<file path="src/rtl/pcpg_pkg.sv">
package pcpg_pkg;
   typedef enum logic [1:0] {
      SQ_IDLE = 2'd0,
      SQ_PUSH = 2'd1,
      SQ_POP  = 2'd2
   } seq_st_e;

   localparam logic [1:0] MODE_PAGED_DEF = 2'b01;
endpackage

</file>
<file path="src/rtl/pcpg_page_reg.sv">
module pcpg_page_reg #(
   parameter int          AW        = 8,
   parameter int          DW        = 8,
   parameter logic [AW-1:0] PAGE_ADDR = 8'h9C,
   parameter bit          ZERO_UNMAPPED = 1'b1
) (
   input  logic          clk,
   input  logic          rst_n,
   input  logic [AW-1:0] sfr_addr,
   input  logic          sfr_wr,
   input  logic [DW-1:0] sfr_wdata,
   output logic [DW-1:0] page_q,
   output logic [DW-1:0] sfr_rdata
);
   logic hit;
   assign hit = (sfr_addr == PAGE_ADDR);

   always_ff @(posedge clk or negedge rst_n) begin
      if (!rst_n)            page_q <= '0;
      else if (sfr_wr && hit) page_q <= sfr_wdata;
   end

   generate
      if (ZERO_UNMAPPED) begin : g_mask
         assign sfr_rdata = hit ? page_q : '0;
      end else begin : g_open
         assign sfr_rdata = page_q;
      end
   endgenerate


   foreign_wr_keeps_page_chk: assert property (@(posedge clk) disable iff (!rst_n)
      (sfr_wr && !hit) |=> $stable(page_q));

   page_wr_lands_chk: assert property (@(posedge clk) disable iff (!rst_n)
      (sfr_wr && hit) |=> (page_q == $past(sfr_wdata)));
endmodule

</file>
<file path="src/rtl/pcpg_hi_reg.sv">
module pcpg_hi_reg #(
   parameter int DW = 8
) (
   input  logic          clk,
   input  logic          rst_n,
   input  logic          paged,
   input  logic          long_xfer,
   input  logic [DW-1:0] page_in,
   input  logic          ret_hi_load,
   input  logic [DW-1:0] ret_hi,
   output logic [DW-1:0] pc_hi
);
   always_ff @(posedge clk or negedge rst_n) begin
      if (!rst_n)                  pc_hi <= '0;
      else if (ret_hi_load)        pc_hi <= ret_hi;
      else if (long_xfer && paged) pc_hi <= page_in;
   end


   paged_jump_loads_chk: assert property (@(posedge clk) disable iff (!rst_n)
      (long_xfer && paged && !ret_hi_load) |=> (pc_hi == $past(page_in)));

   flat_jump_holds_chk: assert property (@(posedge clk) disable iff (!rst_n)
      (long_xfer && !paged && !ret_hi_load) |=> $stable(pc_hi));

   idle_hold_chk: assert property (@(posedge clk) disable iff (!rst_n)
      (!long_xfer && !ret_hi_load) |=> $stable(pc_hi));
endmodule

</file>
<file path="src/rtl/pcpg_stack_seq.sv">
module pcpg_stack_seq
   import pcpg_pkg::*;
#(
   parameter int LO_W = 16,
   parameter int DW   = 8
) (
   input  logic            clk,
   input  logic            rst_n,
   input  logic            paged,
   input  logic            push_start,
   input  logic            pop_start,
   input  logic [DW-1:0]   pc_hi,
   input  logic [LO_W-1:0] pc_lo,
   output logic            stk_push,
   output logic            stk_pop,
   output logic [DW-1:0]   stk_wdata,
   input  logic [DW-1:0]   stk_rdata,
   output logic            busy,
   output logic            ret_valid,
   output logic [LO_W-1:0] ret_lo,
   output logic [DW-1:0]   ret_hi,
   output logic            ret_hi_load
);
   localparam int LO_BYTES = LO_W / DW;
   localparam int TOT      = LO_BYTES + 1;
   localparam int FW       = DW * TOT;
   localparam int CW       = $clog2(TOT + 1);

   seq_st_e        st_q;
   logic [FW-1:0]  snap_q;
   logic [CW-1:0]  cnt_q, last_q, pop_idx;
   logic           hi_q, ret_q;
   logic [DW-1:0]  snap_b [TOT];

   generate
      for (genvar g = 0; g < TOT; g++) begin : g_slice
         assign snap_b[g] = snap_q[DW*g +: DW];
      end
   endgenerate

   assign pop_idx = last_q - cnt_q;

   always_ff @(posedge clk or negedge rst_n) begin
      if (!rst_n) begin
         st_q   <= SQ_IDLE;
         snap_q <= '0;
         cnt_q  <= '0;
         last_q <= '0;
         hi_q   <= 1'b0;
         ret_q  <= 1'b0;
      end else begin
         ret_q <= 1'b0;
         unique case (st_q)
            SQ_IDLE: begin
               if (push_start || pop_start) begin
                  cnt_q  <= '0;
                  hi_q   <= paged;
                  last_q <= paged ? CW'(TOT - 1) : CW'(LO_BYTES - 1);
               end
               if (push_start) begin
                  snap_q <= {pc_hi, pc_lo};
                  st_q   <= SQ_PUSH;
               end else if (pop_start) begin
                  snap_q <= '0;
                  st_q   <= SQ_POP;
               end
            end
            SQ_PUSH: begin
               cnt_q <= cnt_q + 1'b1;
               if (cnt_q == last_q) st_q <= SQ_IDLE;
            end
            SQ_POP: begin
               for (int b = 0; b < TOT; b++)
                  if (CW'(b) == pop_idx) snap_q[DW*b +: DW] <= stk_rdata;
               cnt_q <= cnt_q + 1'b1;
               if (cnt_q == last_q) begin
                  st_q  <= SQ_IDLE;
                  ret_q <= 1'b1;
               end
            end
            default: st_q <= SQ_IDLE;
         endcase
      end
   end

   always_comb begin
      stk_wdata = '0;
      for (int b = 0; b < TOT; b++)
         if (CW'(b) == cnt_q) stk_wdata = snap_b[b];
   end

   assign stk_push    = (st_q == SQ_PUSH);
   assign stk_pop     = (st_q == SQ_POP);
   assign busy        = (st_q != SQ_IDLE);
   assign ret_valid   = ret_q;
   assign ret_lo      = snap_q[LO_W-1:0];
   assign ret_hi      = snap_b[TOT-1];
   assign ret_hi_load = ret_q && hi_q;


   one_stack_op_chk: assert property (@(posedge clk) disable iff (!rst_n)
      $onehot0({stk_push, stk_pop, ret_valid}));

   ret_after_pop_chk: assert property (@(posedge clk) disable iff (!rst_n)
      ret_valid |-> $past(stk_pop));

   ret_single_chk: assert property (@(posedge clk) disable iff (!rst_n)
      ret_valid |=> !ret_valid);

   busy_keeps_mode_chk: assert property (@(posedge clk) disable iff (!rst_n)
      (busy && $past(busy)) |-> $stable(hi_q));
endmodule

</file>
<file path="src/rtl/pc_page_ctl.sv">
module pc_page_ctl
   import pcpg_pkg::*;
#(
   parameter int         LO_W       = 16,
   parameter int         SFR_AW     = 8,
   parameter logic [7:0] PAGE_ADDR  = 8'h9C,
   parameter logic [1:0] PAGED_CODE = MODE_PAGED_DEF,
   parameter bit         ZERO_UNMAPPED = 1'b1
) (
   input  logic              clk,
   input  logic              rst_n,
   input  logic [1:0]        addr_mode,
   input  logic [SFR_AW-1:0] sfr_addr,
   input  logic              sfr_wr,
   input  logic [7:0]        sfr_wdata,
   output logic [7:0]        sfr_rdata,
   input  logic              long_xfer,
   input  logic [LO_W-1:0]   pc_lo,
   output logic [7:0]        pc_hi,
   input  logic              push_start,
   input  logic              pop_start,
   output logic              stk_push,
   output logic [7:0]        stk_wdata,
   output logic              stk_pop,
   input  logic [7:0]        stk_rdata,
   output logic              busy,
   output logic              ret_valid,
   output logic [LO_W-1:0]   ret_lo
);
   localparam int DW = 8;

   generate
      if ((LO_W % DW) != 0 || LO_W < DW) begin : g_bad_lo
         $error("LO_W must be a positive multiple of 8");
      end
      if (SFR_AW < 8) begin : g_bad_aw
         $error("SFR_AW must be at least 8");
      end
   endgenerate

   logic          paged;
   logic [DW-1:0] page_q, ret_hi;
   logic          ret_hi_load;

   assign paged = (addr_mode == PAGED_CODE);

   pcpg_page_reg #(
      .AW(SFR_AW), .DW(DW),
      .PAGE_ADDR(SFR_AW'(PAGE_ADDR)), .ZERO_UNMAPPED(ZERO_UNMAPPED)
   ) u_page (
      .clk(clk), .rst_n(rst_n), .sfr_addr(sfr_addr), .sfr_wr(sfr_wr),
      .sfr_wdata(sfr_wdata), .page_q(page_q), .sfr_rdata(sfr_rdata)
   );

   pcpg_hi_reg #(.DW(DW)) u_hi (
      .clk(clk), .rst_n(rst_n), .paged(paged), .long_xfer(long_xfer),
      .page_in(page_q), .ret_hi_load(ret_hi_load), .ret_hi(ret_hi),
      .pc_hi(pc_hi)
   );

   pcpg_stack_seq #(.LO_W(LO_W), .DW(DW)) u_seq (
      .clk(clk), .rst_n(rst_n), .paged(paged),
      .push_start(push_start), .pop_start(pop_start),
      .pc_hi(pc_hi), .pc_lo(pc_lo),
      .stk_push(stk_push), .stk_pop(stk_pop), .stk_wdata(stk_wdata),
      .stk_rdata(stk_rdata), .busy(busy), .ret_valid(ret_valid),
      .ret_lo(ret_lo), .ret_hi(ret_hi), .ret_hi_load(ret_hi_load)
   );


   push_keeps_page_chk: assert property (@(posedge clk) disable iff (!rst_n)
      (stk_push && !sfr_wr) |=> $stable(page_q));

   busy_covers_ops_chk: assert property (@(posedge clk) disable iff (!rst_n)
      (stk_push || stk_pop) |-> busy);
endmodule

</file>
<file path="config.mk">
export PLATFORM = sky130hd
export DESIGN_NAME = pc_page_ctl
export DESIGN_NICKNAME = d
export VERILOG_FILES = /design/src/rtl/pcpg_pkg.sv /design/src/rtl/pcpg_page_reg.sv /design/src/rtl/pcpg_hi_reg.sv /design/src/rtl/pcpg_stack_seq.sv /design/src/rtl/pc_page_ctl.sv
export SDC_FILE = /design/constraint.sdc
export NUM_CORES = 1
export LEC_CHECK = 0
export CELL_PAD_IN_SITES_DETAIL_PLACEMENT = 0
export CELL_PAD_IN_SITES_GLOBAL_PLACEMENT = 1
export CORE_AREA = 2 2 92 94
export CTS_CLUSTER_DIAMETER = 100
export DETAILED_ROUTE_END_ITERATION = 6
export DIE_AREA = 0 0 94 96
export HOLD_SLACK_MARGIN = 0.12
export MAX_ROUTING_LAYER = met4
export PLACE_DENSITY_LB_ADDON = 0.1
export REMOVE_ABC_BUFFERS = 1
export SETUP_SLACK_MARGIN = 0.4
export SYNTH_ARGS = -nofsm -noshare
export SYNTH_HDL_FRONTEND = slang
export SYNTH_SLANG_ARGS = --single-unit
</file>
<file path="constraint.sdc">
create_clock -name clk -period 2.2 [get_ports clk]
set_input_delay 0.22 -clock clk [delete_from_list [all_inputs] [get_ports clk]]
set_output_delay 0.22 -clock clk [all_outputs]
set_load 0.005 [all_outputs]
</file>
==> results of run 1 <==
-- sequential cells by signal (all words and copies together) (netlist names) --
register and cells:
u_seq.last_q 2, u_seq.snap_q 24, u_hi.pc_hi 8, u_seq.ret_valid 1, u_page.page_q 8, u_seq.cnt_q 2, u_seq.st_q 2
-- worst register-to-register path: cells and delay by family, from the launching register on --
| kind | cells | cell delay [ns] |
|---|---|---|
| simple gates | 1 | 0.40 |
| flops | 1 | 0.40 |
| fa+ha+maj | 1 | 0.19 |
| compound gates | 1 | 0.09 |
| buf+inv | 3 | 0.43 |
| mux | 1 | 0.30 |
-- cells in the final DEF (no fill, tap or decap), types with 10 or more instances in the layout --
master / count
a22oi_1: 16
nor2_1: 18
dfrtp_1: 46
clkdlybuf4s50_1: 67
buf_6: 13
buf_4: 31
a21oi_1: 30
buf_2: 10
a31oi_1: 13
nand2_1: 19
-- power by group through the flow --
stage / logic [mW] / clock network (mW) / registers [mW]
floorplan: 1.50 / 0 / 1.49
global placement: 2.77 / 0 / 1.54
detailed placement: 2.80 / 0 / 1.55
finish: 3.95 / 0.568 / 1.55
CTS: 3.22 / 0.585 / 1.54
global route: 4.29 / 0.622 / 1.61
-- logic make-up (layout without fill, tap and decap cells) --
group	count (synthesis)	after routing	synth area share [%]
AOI/OAI and AO/OA	96	97	23.6
xor gates and xnor gates	2	2	0.975
adders and majority gates	7	7	3.41
buffers and inverters	25	157	3.90
DFF	47	47	45.8
muxes	26	26	11.4
and+or+nand+nor	60	60	10.9
-- timing repair --
item / in CTS / in global routing
pin swaps: 14 / 18
buffers inserted: 17 / 15
resized for setup: 71 / 68
hold endpoints to repair: 22 / 0
gates cloned: 1 / 1
hold buffers: 1 / 0
endpoints found under the setup margin: 42 / 49
-- layout make-up --
type                    count  area, um2  share of cell area, %
inverters                   8       32.5                  0.758
flip-flops and latches     47       1180                   27.5
clock inverters             1       8.76                  0.204
multi-input cells         192       1540                   35.9
clock buffers               7       86.3                   2.01
repair buffers            141       1310                   30.6
well taps                 105        131                   3.06
-- path summary, 6_finish.rpt --
| check | slack [ns] | cells past startpoint | start | to |
|---|---|---|---|---|
| min reg2reg | 0.54 | 1 | u_page.page_q[0] | u_page.page_q[0] |
| max reg2reg | 0.29 | 7 | u_seq.st_q[0] | u_seq.snap_q[12] |
| max | 0.29 | 7 | u_seq.st_q[0] | u_seq.snap_q[12] |
| min | 0.44 | 2 | rst_n | u_seq.cnt_q[1] |
| min in group clk | 0.52 | 2 | sfr_wdata[4] | u_page.page_q[4] |
| max in group asynchronous | 1.16 | 3 | rst_n | u_hi.pc_hi[3] |
-- stage by stage --
step           utilization, %  instance area, um2  setup WS (ns)  TNS [ns]
2_1_floorplan               -                2500         -0.733    -12.39
3_3_place_gp             45.6                3670        -0.0148    -0.130
3_5_place_dp             45.6                3670         -0.107     -1.46
4_1_cts                  49.3                3970          0.228         0
5_1_grt                  53.3                4290          0.219         0
6_report                 53.3                4290          0.290         0
-- routing by layer --
metal	track usage [%]	vias up	wire, um
met1	25.6	1166	3920
li1	-	1226	-
met5	-	-	0
met4	3.99	0	63
met2	27.2	73	3790
met3	3.60	4	427
==> flow_results.xml, run 1 <==
<?xml version="1.0" encoding="UTF-8"?>
<metrics>
  <group name="routing">
    <metric name="wl_per_cell" unit="um">16.4</metric>
    <metric name="totalWireLength" unit="mm">8.20</metric>
    <metric name="first_iter_violations" unit="">110</metric>
    <metric name="drt_drc_violations_left" unit="">0</metric>
    <metric name="detailroute.via_count" unit="">2469</metric>
    <metric name="via_per_inst" unit="">4.93</metric>
    <metric name="drtPass1Iterations" unit="">7</metric>
    <metric name="antenna_violating_nets_post_route" unit="">0</metric>
  </group>
  <group name="sta">
    <metric name="final.setup_skew" unit="ns">0.00439</metric>
    <metric name="min_period_over_period" unit="%">86.8</metric>
    <metric name="maxSlewViolCount" unit="">0</metric>
    <metric name="timing.hold.ws" unit="ns">0.443</metric>
    <metric name="timing.final.crit_period" unit="ns">1.91</metric>
    <metric name="achievable-frequency" unit="MHz">524</metric>
    <metric name="slew-limit-headroom" unit="%">61.8</metric>
    <metric name="worst_slew_pin_slew" unit="ns">0.572</metric>
    <metric name="hold_viol" unit="">0</metric>
    <metric name="grt_setup_unrepaired" unit="">true</metric>
    <metric name="timing.final.setup_violations" unit="">0</metric>
  </group>
  <group name="global_route">
    <metric name="grt_overflow" unit="">0</metric>
    <metric name="grt_first_pass_wirelength" unit="mm">12.2</metric>
    <metric name="antenna_found_initial" unit="">0</metric>
    <metric name="grt_start_max_net_pins" unit="">25</metric>
    <metric name="grt_usage" unit="%">18.2</metric>
    <metric name="first_global_vias" unit="">2268</metric>
  </group>
  <group name="synthesis">
    <metric name="synth_most_common_cell" unit="">dfrtp_1</metric>
    <metric name="synth_enable_flop_cells" unit="">0</metric>
    <metric name="synthArstFlopShare" unit="%">100</metric>
    <metric name="synthesis.area_per_instance" unit="um2">9.76</metric>
    <metric name="synth_top_area_share" unit="%">45.8</metric>
    <metric name="synth.yosys.warnings" unit="">0</metric>
    <metric name="cell_types_with_the_largest_area_share_after_synthesis" unit="">dfrtp_1 46%, mux2_2 7.0%, a21oi_1 6.6%</metric>
    <metric name="synth.yosys.seq_area_share" unit="%">45.8</metric>
    <metric name="synth_seq_cells" unit="">47</metric>
    <metric name="synth_cell_types" unit="">33</metric>
    <metric name="library_cell_with_the_largest_summed_area_after_synthesis" unit="">dfrtp_1</metric>
    <metric name="yosys_most_used_dff" unit="">dfrtp_1</metric>
    <metric name="netlist_top_cells_count" unit="">47 x dfrtp_1, 34 x a21oi_1, 23 x nand2_1</metric>
    <metric name="postSynthCellCount" unit="">263</metric>
    <metric name="synth.cell_area" unit="mm2">0.00257</metric>
  </group>
  <group name="critical_path">
    <metric name="path_max_fanout" unit="">5</metric>
    <metric name="cp_num_buf_inv" unit="">3</metric>
    <metric name="slowest_stage" unit="">dfrtp_1</metric>
    <metric name="cpPeakStageDelay" unit="ns">0.40</metric>
    <metric name="cells_along_the_critical_path" unit="">inv_2 &gt; ha_2 &gt; or3b_4 &gt; buf_4 &gt; o2111ai_4 &gt; buf_6 &gt; mux2_4</metric>
    <metric name="cpLargestDelayFamily" unit="">buffers and inverters</metric>
    <metric name="timing.critical_path.from_type" unit="">register</metric>
    <metric name="worst_ep_arrival_time" unit="ns">2.11</metric>
    <metric name="worst-setup-path-type" unit="">reg2reg</metric>
    <metric name="timing.critical_path.to_type" unit="">register</metric>
    <metric name="worst-endpoint-required" unit="ns">2.40</metric>
  </group>
  <group name="finish">
    <metric name="instances_no_fill" unit="">501</metric>
    <metric name="antennaDiodeCount" unit="">0</metric>
    <metric name="design.final.nets" unit="">450</metric>
    <metric name="layout-area-overhead-vs-synth" unit="%">67.1</metric>
    <metric name="layout.filler_cells" unit="">739</metric>
    <metric name="final_layout_size_suffix_gt1_share" unit="%">32.1</metric>
  </group>
  <group name="pwr">
    <metric name="design_power_total" unit="mW">6.07</metric>
    <metric name="power_density" unit="mW/mm2">1420</metric>
    <metric name="power.share.sequential" unit="%">25.6</metric>
    <metric name="internal-power" unit="mW">3.69</metric>
    <metric name="power.clock.fraction" unit="%">9.4</metric>
    <metric name="irDropWorstVdd" unit="mV">0.414</metric>
    <metric name="netSwitchingFraction" unit="%">39.3</metric>
    <metric name="switching_power" unit="mW">2.38</metric>
    <metric name="power_frac_comb" unit="%">65.0</metric>
    <metric name="static-leakage-power" unit="nW">1.96</metric>
  </group>
  <group name="place">
    <metric name="place_hpwl" unit="mm">5.51</metric>
    <metric name="place_inst" unit="">458</metric>
    <metric name="place_congestion" unit="">0.760</metric>
    <metric name="buffer_ports.inserted" unit="">91</metric>
  </group>
  <group name="floorplan">
    <metric name="die_width" unit="um">94</metric>
    <metric name="dieHeight" unit="um">96</metric>
    <metric name="dieArea" unit="mm2">0.00902</metric>
    <metric name="std_cell_rows" unit="">33</metric>
    <metric name="core-area" unit="mm2">0.00805</metric>
    <metric name="initial_core_utilization" unit="%">31.9</metric>
    <metric name="number_of_top_level_pins" unit="">92</metric>
  </group>
  <group name="clock_tree">
    <metric name="cts.root.buffer_cell" unit="">clkbuf_8</metric>
    <metric name="cts_tree" unit="">yes</metric>
    <metric name="cts_buffers" unit="">5</metric>
    <metric name="clkTransAtPathRegs" unit="ns">0.09</metric>
    <metric name="clock_latency" unit="ns">0.30</metric>
    <metric name="clock-sinks" unit="">47</metric>
    <metric name="clock_tree.buffer_depth" unit="">2</metric>
    <metric name="h_tree_level_count" unit="">2</metric>
  </group>
  <group name="hold_path">
    <metric name="worst_hold_path_type" unit="">in2async</metric>
  </group>
  <group name="job">
    <metric name="cap_violations" unit="">0</metric>
  </group>
  <group name="outcome">
    <metric name="status" unit="">completed</metric>
  </group>
</metrics>
No activity file was read; power rests on OpenSTA's default activity.
==> run 2, diff against run 1 <==
Settings changed: SKIP_CTS_REPAIR_TIMING set to 1.
==> run 2 against run 1 <==
Compared with the run above: power fell by 0.39%; via count fell by 0.41%; sequential power barely moved; critical path type unchanged; largest power group unchanged; highest routed layer unchanged.
==> flow_results.xml, run 2 (synthesis gave the netlist of run 1 again) <==
<?xml version="1.0" encoding="UTF-8"?>
<metrics>
  <group name="floorplan">
    <metric name="number_of_top_level_pins" unit="">92</metric>
    <metric name="initial_core_utilization" unit="%">31.9</metric>
    <metric name="dieHeight" unit="um">96</metric>
    <metric name="die_width" unit="um">94</metric>
    <metric name="dieArea" unit="mm2">0.00902</metric>
    <metric name="std_cell_rows" unit="">33</metric>
    <metric name="core-area" unit="mm2">0.00805</metric>
  </group>
  <group name="global_route">
    <metric name="grt_first_pass_wirelength" unit="mm">11.3</metric>
    <metric name="grt_start_max_net_pins" unit="">33</metric>
    <metric name="global_route.usage.met1" unit="%">23.9</metric>
    <metric name="first_global_vias" unit="">2129</metric>
    <metric name="grt_usage" unit="%">16.8</metric>
    <metric name="grt_overflow" unit="">0</metric>
    <metric name="gr-max-usage-layer" unit="">met2</metric>
    <metric name="use_met3" unit="%">3.52</metric>
    <metric name="antenna_found_initial" unit="">0</metric>
    <metric name="use_met2" unit="%">24.8</metric>
  </group>
  <group name="sta">
    <metric name="final.setup_skew" unit="ns">0.00649</metric>
    <metric name="grt_setup_unrepaired" unit="">true</metric>
    <metric name="hold_viol" unit="">0</metric>
    <metric name="achievable-frequency" unit="MHz">530</metric>
    <metric name="maxSlewViolCount" unit="">0</metric>
    <metric name="slew-limit-headroom" unit="%">62.1</metric>
    <metric name="worst_slew_pin_slew" unit="ns">0.568</metric>
    <metric name="fin_ws" unit="ns">0.314</metric>
    <metric name="timing.final.setup_violations" unit="">0</metric>
    <metric name="timing.final.crit_period" unit="ns">1.89</metric>
    <metric name="min_period_over_period" unit="%">85.7</metric>
  </group>
  <group name="finish">
    <metric name="layout_top_registers" unit="">u_seq.snap_q (24), u_hi.pc_hi (8), u_page.page_q (8)</metric>
    <metric name="antennaDiodeCount" unit="">0</metric>
    <metric name="design.final.nets" unit="">441</metric>
    <metric name="flip_flop_count_of_the_largest_register_all_copies_and_words_added" unit="">24</metric>
    <metric name="instances_no_fill" unit="">492</metric>
    <metric name="final_cell_mix" unit="">72 x clkdlybuf4s50_1, 45 x dfrtp_1, 28 x a21oi_1</metric>
    <metric name="final_common_cell" unit="">clkdlybuf4s50_1</metric>
    <metric name="final_layout_size_suffix_gt1_share" unit="%">28.2</metric>
    <metric name="layout-area-overhead-vs-synth" unit="%">67.9</metric>
    <metric name="top_register" unit="">u_seq.snap_q</metric>
  </group>
  <group name="pwr">
    <metric name="power_density" unit="mW/mm2">1400</metric>
    <metric name="power.clock.fraction" unit="%">9.3</metric>
    <metric name="switching_power" unit="mW">2.38</metric>
    <metric name="netSwitchingFraction" unit="%">39.3</metric>
    <metric name="static-leakage-power" unit="nW">2.06</metric>
    <metric name="irDropWorstVdd" unit="mV">0.461</metric>
    <metric name="internal-power" unit="mW">3.67</metric>
    <metric name="power_frac_comb" unit="%">64.7</metric>
    <metric name="power.share.sequential" unit="%">26.0</metric>
  </group>
  <group name="clock_tree">
    <metric name="h_tree_level_count" unit="">2</metric>
    <metric name="cts_buffers" unit="">5</metric>
    <metric name="clock-sinks" unit="">47</metric>
    <metric name="clkTransAtPathRegs" unit="ns">0.09</metric>
    <metric name="cts_tree" unit="">yes</metric>
    <metric name="cts.root.buffer_cell" unit="">clkbuf_8</metric>
    <metric name="clock_latency" unit="ns">0.30</metric>
    <metric name="clock_tree.buffer_depth" unit="">2</metric>
  </group>
  <group name="routing">
    <metric name="via_per_inst" unit="">5.00</metric>
    <metric name="first_iter_violations" unit="">122</metric>
    <metric name="antenna_violating_nets_post_route" unit="">0</metric>
    <metric name="detailroute.via_count" unit="">2459</metric>
    <metric name="wl_per_cell" unit="um">16.8</metric>
    <metric name="drtPass1Iterations" unit="">4</metric>
    <metric name="drt_drc_violations_left" unit="">0</metric>
    <metric name="totalWireLength" unit="mm">8.25</metric>
  </group>
  <group name="place">
    <metric name="place_hpwl" unit="mm">5.51</metric>
    <metric name="buffer_ports.inserted" unit="">91</metric>
    <metric name="place_ws" unit="ns">-0.107</metric>
    <metric name="place_congestion" unit="">0.760</metric>
    <metric name="place_inst" unit="">458</metric>
  </group>
  <group name="critical_path">
    <metric name="worst-setup-path-type" unit="">reg2reg</metric>
    <metric name="path_max_fanout" unit="">8</metric>
    <metric name="timing.critical_path.from_type" unit="">register</metric>
    <metric name="timing.critical_path.to_type" unit="">register</metric>
    <metric name="worst_ep_arrival_time" unit="ns">2.07</metric>
    <metric name="reg2regPathDepth" unit="">7</metric>
    <metric name="worst-endpoint-required" unit="ns">2.39</metric>
  </group>
  <group name="job">
    <metric name="cap_violations" unit="">0</metric>
  </group>
  <group name="hold_path">
    <metric name="worst_hold_path_type" unit="">in2async</metric>
  </group>
  <group name="outcome">
    <metric name="status" unit="">completed</metric>
  </group>
</metrics>
[run 2: metrics by stage]
step	power, mW	hold WS [ns]	util [%]	setup TNS [ns]	area [um2]
floorplan	2.98	-0.0756	-	-12.39	2500
global placement	4.31	0.253	45.6	-0.130	3670
detailed placement	4.35	0.250	45.6	-1.46	3670
CTS	4.93	-0.0813	46.8	-4.16	3770
global route	6.49	0.496	53.6	0	4310
finish	6.05	0.447	53.6	0	4310
[run 2: worst max-delay path: stages, from the launching register on]
cell,delay [ns]
dfrtp_1,0.40
inv_2,0.12
ha_4,0.16
or3b_4,0.40
buf_4,0.15
o2111ai_4,0.07
buf_12,0.18
mux2_4,0.30
[run 2: area by class of cell]
cell class / instances / area [um2]
multi-input combinational: 192 / 1550
inverter: 8 / 32.5
fill: 749 / 3740
tap: 105 / 131
clock buffer: 7 / 86.3
sequential: 47 / 1180
clock inverter: 1 / 8.76
timing repair buffer: 132 / 1330
[run 2: power by group through the flow]
stage / Combinational [mW] / Sequential [mW] / Clock [mW]
after floorplan: 1.50 / 1.49 / 0
after global placement: 2.77 / 1.54 / 0
after global routing: 4.24 / 1.63 / 0.621
after detailed placement: 2.80 / 1.55 / 0
after CTS: 2.81 / 1.53 / 0.585
final: 3.91 / 1.57 / 0.563
[run 2: per-layer routing]
layer | up-vias | share of wire [%] | routed length (um)
met4 | 0 | 0.63 | 52
met5 | - | 0 | 0
met3 | 4 | 6.1 | 500
met2 | 87 | 47 | 3890
met1 | 1164 | 46 | 3810
li1 | 1204 | - | -
[run 2: final timing paths]
kind / startpoint / end / slack [ns]
max: u_seq.st_q[0] / u_seq.snap_q[10] / 0.31
min: rst_n / u_seq.cnt_q[1] / 0.45
max reg2reg: u_seq.st_q[0] / u_seq.snap_q[10] / 0.31
min reg2reg: u_page.page_q[0] / u_page.page_q[0] / 0.54
max in group asynchronous: rst_n / u_seq.snap_q[6] / 1.16
min in group clk: sfr_wdata[4] / u_page.page_q[4] / 0.53
